<file path="config.mk">
export PLATFORM = sky130hd
export DESIGN_NAME = predEval
export DESIGN_NICKNAME = d
export VERILOG_FILES = /design/src/rtl/predPkg.sv /design/src/rtl/predControl.sv /design/src/rtl/predDatapath.sv /design/src/rtl/predEval.sv
export SDC_FILE = /design/constraint.sdc
export NUM_CORES = 1
export LEC_CHECK = 0
export ABC_AREA = 0
export BUFFER_PORTS_ARGS = -buffer_cell sky130_fd_sc_hd__buf_2
export CAP_MARGIN = 20
export CORE_UTILIZATION = 40
export DETAILED_ROUTE_END_ITERATION = 12
export SLEW_MARGIN = 20
export SYNTH_ARGS = -nofsm -noshare
export SYNTH_HDL_FRONTEND = slang
export SYNTH_SLANG_ARGS = --single-unit
</file>
<file path="constraint.sdc">
create_clock -name clk -period 0.8 [get_ports clk]
set_input_delay 0.04 -clock clk [delete_from_list [all_inputs] [get_ports clk]]
set_output_delay 0.04 -clock clk [all_outputs]
set_load 0.05 [all_outputs]
</file>
<file path="src/rtl/predPkg.sv">
package predPkg;

  // Upper selector field: how the test value is formed
  typedef enum logic [2:0] {
    SRC_RD   = 3'd0,
    SRC_RS1  = 3'd1,
    SRC_CMP  = 3'd2,
    SRC_AND  = 3'd3,
    SRC_OR   = 3'd4,
    SRC_XOR  = 3'd5,
    SRC_SUM  = 3'd6,
    SRC_DIFF = 3'd7
  } testMode_e;

  // Lower selector field: the relation to evaluate
  typedef enum logic [2:0] {
    CC_EQ  = 3'd0,
    CC_NE  = 3'd1,
    CC_LT  = 3'd2,
    CC_GE  = 3'd3,
    CC_LE  = 3'd4,
    CC_GT  = 3'd5,
    CC_LTU = 3'd6,
    CC_GEU = 3'd7
  } condCode_e;

  // Strobes from control to datapath
  typedef struct packed {
    testMode_e srcSel;    // test value source
    logic      useCmp;    // direct rd-vs-rs1 comparison path
    logic      chkZero;   // include the zero / equal flag
    logic      chkNeg;    // include the negative / signed-less flag
    logic      chkBorrow; // include the unsigned borrow flag
    logic      invert;    // complement the combined flag
  } predStrobe_t;

endpackage

</file>
<file path="src/rtl/predControl.sv">
module predControl
  import predPkg::*;
(
  input  logic [5:0]  condField,
  output predStrobe_t strobe
);

  testMode_e mode;
  condCode_e code;
  logic      borrowCapable;

  assign mode = testMode_e'(condField[5:3]);
  assign code = condCode_e'(condField[2:0]);

  // Only the compare and difference modes have a meaningful borrow
  assign borrowCapable = (mode == SRC_CMP) || (mode == SRC_DIFF);

  always_comb begin
    strobe.srcSel    = mode;
    strobe.useCmp    = (mode == SRC_CMP);
    strobe.chkZero   = 1'b0;
    strobe.chkNeg    = 1'b0;
    strobe.chkBorrow = 1'b0;
    strobe.invert    = 1'b0;
    case (code)
      CC_EQ:  strobe.chkZero = 1'b1;
      CC_NE: begin
        strobe.chkZero = 1'b1;
        strobe.invert  = 1'b1;
      end
      CC_LT:  strobe.chkNeg = 1'b1;
      CC_GE: begin
        strobe.chkNeg = 1'b1;
        strobe.invert = 1'b1;
      end
      CC_LE: begin
        strobe.chkNeg  = 1'b1;
        strobe.chkZero = 1'b1;
      end
      CC_GT: begin
        strobe.chkNeg  = 1'b1;
        strobe.chkZero = 1'b1;
        strobe.invert  = 1'b1;
      end
      CC_LTU: strobe.chkBorrow = borrowCapable;
      CC_GEU: begin
        strobe.chkBorrow = borrowCapable;
        strobe.invert    = 1'b1;
      end
      default: strobe.chkZero = 1'b0;
    endcase
  end

endmodule

</file>
<file path="src/rtl/predDatapath.sv">
module predDatapath
  import predPkg::*;
#(
  parameter int DATA_W = 64
) (
  input  logic [DATA_W-1:0] rdVal,
  input  logic [DATA_W-1:0] rs1Val,
  input  predStrobe_t       strobe,
  output logic              predBit
);

  localparam int MSB = DATA_W - 1;

  logic [DATA_W:0]   diffExt;
  logic [DATA_W-1:0] sumVal;
  logic [DATA_W-1:0] testVal;
  logic              borrow;
  logic              signedLess;
  logic              isZero;
  logic              isNeg;
  logic              rawFlag;

  // One subtractor serves the wrapped difference, the borrow and the
  // signed ordering
  assign diffExt    = {1'b0, rdVal} - {1'b0, rs1Val};
  assign borrow     = diffExt[DATA_W];
  assign sumVal     = rdVal + rs1Val;
  assign signedLess = (rdVal[MSB] == rs1Val[MSB]) ? borrow : rdVal[MSB];

  always_comb begin
    case (strobe.srcSel)
      SRC_RD:   testVal = rdVal;
      SRC_RS1:  testVal = rs1Val;
      SRC_AND:  testVal = rdVal & rs1Val;
      SRC_OR:   testVal = rdVal | rs1Val;
      SRC_XOR:  testVal = rdVal ^ rs1Val;
      SRC_SUM:  testVal = sumVal;
      default:  testVal = diffExt[MSB:0];
    endcase
  end

  assign isZero  = strobe.useCmp ? (rdVal == rs1Val) : (testVal == '0);
  assign isNeg   = strobe.useCmp ? signedLess : testVal[MSB];
  assign rawFlag = (strobe.chkZero & isZero) | (strobe.chkNeg & isNeg) |
                   (strobe.chkBorrow & borrow);
  assign predBit = rawFlag ^ strobe.invert;

endmodule

</file>
<file path="src/rtl/predEval.sv">
module predEval
  import predPkg::*;
#(
  parameter int DATA_W  = 64,
  parameter bit OUT_REG = 1'b1
) (
  input  logic              clk,
  input  logic              rstN,
  input  logic              inValid,
  input  logic [DATA_W-1:0] rdVal,
  input  logic [DATA_W-1:0] rs1Val,
  input  logic [5:0]        condField,
  output logic              outValid,
  output logic              predOut
);

  predStrobe_t strobe;
  logic        predNext;

  predControl u_ctrl (
    .condField (condField),
    .strobe    (strobe)
  );

  predDatapath #(.DATA_W(DATA_W)) u_dp (
    .rdVal   (rdVal),
    .rs1Val  (rs1Val),
    .strobe  (strobe),
    .predBit (predNext)
  );

  generate
    if (OUT_REG) begin : g_reg
      always_ff @(posedge clk or negedge rstN) begin
        if (!rstN) begin
          outValid <= 1'b0;
          predOut  <= 1'b0;
        end else begin
          outValid <= inValid;
          if (inValid) predOut <= predNext;
        end
      end
    end else begin : g_comb
      logic unusedClkRst;
      assign unusedClkRst = clk ^ rstN;
      assign outValid     = inValid;
      assign predOut      = predNext;
    end
  endgenerate

endmodule

</file>
==> flow_metrics.tcl <==
set metrics [dict create \
    postPlaceCellArea_um2 20200 \
    layout_commonest_cell "buf_4" \
    synth_area_leader_cell "ha_1" \
    hold_viol_final 0 \
    yosys.area.top_type_share_pct 19.7 \
    overflow 0 \
    avgViaCountPerCell 6.00 \
    power_density_nw_per_um2 848 \
    final_cell_mix "buf_4 (925), inv_1 (182), ha_1 (176)" \
    fin_crit_ns 3.88 \
    clockBufferDepth 2 \
    place_ws_ns -3.58 \
    grt_pass1_vias 19300 \
    final_cell_area_um2 21200 \
    skew_ns 0 \
    area_delta_synth_final_pct 73.2 \
    io_buffers 138 \
    clkSinkCount 2 \
    synth_area_um2 12200 \
    tightest_slew_ns 0.930 \
    ys_top_cells_by_area "ha_1 (20%), a21oi_1 (7.6%), inv_1 (5.8%)" \
    required_ns 0.88 \
    die-height_um 177 \
    grt_start_max_net_pins 21 \
    core-area_um2 29900 \
    rows 63 \
    slew_headroom_pct 37.5 \
    drive_gt1_share_pct 42.7 \
    place_inst 3273 \
    wirelength_um 71400 \
    max_cap_violations 0 \
    cts-root-buf "clkbuf_16" \
    drt_iter0_markers 2051 \
    ys_warn_count 0 \
    dieArea_um2 31300 \
    grt_first_pass_wirelength_um 107000 \
    fmax_mhz 257 \
    synth-edff-count 0 \
    antenna_found_initial 2 \
    grt_use_total_pct 44.3 \
    clock_latency_ns 0.22 \
    cts.clk_slew.worst_paths_ns 0.03 \
    synth_nets 2237 \
    timing.final.crit_share_pct 486 \
    hp-class "input port to register" \
    vdd_drop_max_v 0.00160 \
    gp_congestion 1.06 \
    initial_core_util_pct 40.9 \
    fp.dieW_um 177 \
    num-nets-final 3240 \
    dr.pass1.iters 5 \
    synth.yosys.seq_area_share_pct 0.409 \
    setup.worst_path.start_class "input port" \
    drcViolationCount 0 \
    avgRoutedWirePerCell_um 21.6 \
    synthCells 1906 \
    dp_hpwl_um 59900 \
    instances_no_fill 3299 \
    grt_setup_unrepaired "true" \
    worstPathArrival_ns 3.97 \
    cts_made_buffers 3 \
    violations "negative setup slack" \
    fin_ws_ns -3.08 \
    htree_num_levels 1 \
    critPathKind "input port to register" \
    ios 139 \
    timing.final.max_slew_violations 0 \
    ys_types 96 \
    whs_ns 0.119 \
    fin_util_pct 70.9 \
    synth_flop_cell "dfrtp_1" \
    end_kind "register" \
    synthArstFlopShare_pct 100 \
    cp_max_fo 7 \
    ant_nets 0 \
    vias 19800 \
    final-setup-viol-count 3 \
    cts_tree "built" \
    avgSynthCellArea_um2 6.41 \
    outcome "complete, but fails checks" \
    synth-seq-cells 2 \
    p_leak_nw 10.4 \
]
-- layer usage --
| layer | global-route usage [%] | up-vias | wire [um] |
|---|---|---|---|
| met1 | 55.7 | 9256 | 29000 |
| li1 | - | 9111 | - |
| met4 | 23.7 | 2 | 4320 |
| met2 | 71.7 | 1192 | 31300 |
| met3 | 7.45 | 232 | 6750 |
| met5 | 0 | - | 17 |
-- stage by stage --
step	total power [W]	TNS, ns
after global routing	0.0189	-3.19
after floorplan	0.00717	-2.46
after detailed placement	0.0157	-3.58
after CTS	0.0171	-2.96
after global placement	0.0155	-3.59
final	0.0179	-3.12
-- Yosys cell counts (all sizes together) (35+ instances only) --
| cell type | count |
|---|---|
| nor2 | 169 |
| nand3 | 43 |
| inv | 196 |
| nor4 | 77 |
| nand4 | 51 |
| nor3 | 61 |
| ha | 192 |
| xnor2 | 54 |
| o31ai | 46 |
| buf | 35 |
| nand2 | 136 |
| clkbuf | 54 |
| o21ai | 148 |
| a21oi | 186 |
-- power by group --
group | internal (W) | switching, W
sequential | 0.000113 | 0.0000102
clock | 0.000638 | 0.000135
combinational | 0.00802 | 0.00903
-- critical path, stage by stage --
cell and delay, ns:
buf_2 0.15, inv_1 0.06, ha_1 0.46, buf_4 0.24, nand4_1 0.16, o211ai_1 0.22, buf_4 0.17, a21o_1 0.25
buf_4 0.17, a31oi_1 0.10, o21ai_0 0.31, xnor2_1 0.12, nor4_2 0.31, a31oi_2 0.20, a41o_1 0.26, nor4_2 0.25
buf_4 0.19, a311o_1 0.20, o2111ai_2 0.11
-- registers in the layout (all words and copies together) (netlist names) --
signal    flops
outValid      1
predOut       1
-- cells by family (layout without fill, tap and decap cells) --
| group | after synthesis | in the layout | share of synthesized area [%] |
|---|---|---|---|
| AOI/OAI and AO/OA | 683 | 683 | 37.0 |
| xor gates and xnor gates | 62 | 62 | 4.44 |
| adders and majority gates | 194 | 194 | 20.0 |
| buffers and inverters | 288 | 1289 | 9.28 |
| DFF | 2 | 2 | 0.409 |
| muxes | 16 | 16 | 1.37 |
| other | 0 | 2 | 0 |
| and+or+nand+nor | 661 | 661 | 27.6 |
-- layout make-up --
cell class	count	area [um^2]
diodes	2	5.00
clock buffers	3	75.1
fillers	2573	8700
inverters	199	762
multi-input cells	1616	11800
flip-flops and latches	2	50.0
well taps	390	488
repair buffers	1087	8010
-- final timing paths --
| kind | startpoint | endpoint | slack, ns | cells past startpoint |
|---|---|---|---|---|
| worst min register to register | predOut$_DFFE_PN0P_ | predOut$_DFFE_PN0P_ | 0.67 | 2 |
| worst max-delay path | rdVal[23] | predOut$_DFFE_PN0P_ | -3.08 | 19 |
| worst max register to register | predOut$_DFFE_PN0P_ | predOut$_DFFE_PN0P_ | 0.05 | 2 |
| min in group asynchronous | rstN | predOut$_DFFE_PN0P_ | 0.15 | 2 |
| max in group asynchronous | rstN | outValid$_DFF_PN0_ | 0.54 | 2 |
| worst min-delay path | inValid | predOut$_DFFE_PN0P_ | 0.12 | 2 |
-- what timing repair did --
action,CTS,global route
hold buffers,2,0
endpoints found under the setup margin,3,3
hold endpoints to repair,3,0
pin swaps,31,21
resized for setup,113,41
buffers inserted,16,3
Power figures use the tool's default switching activity.
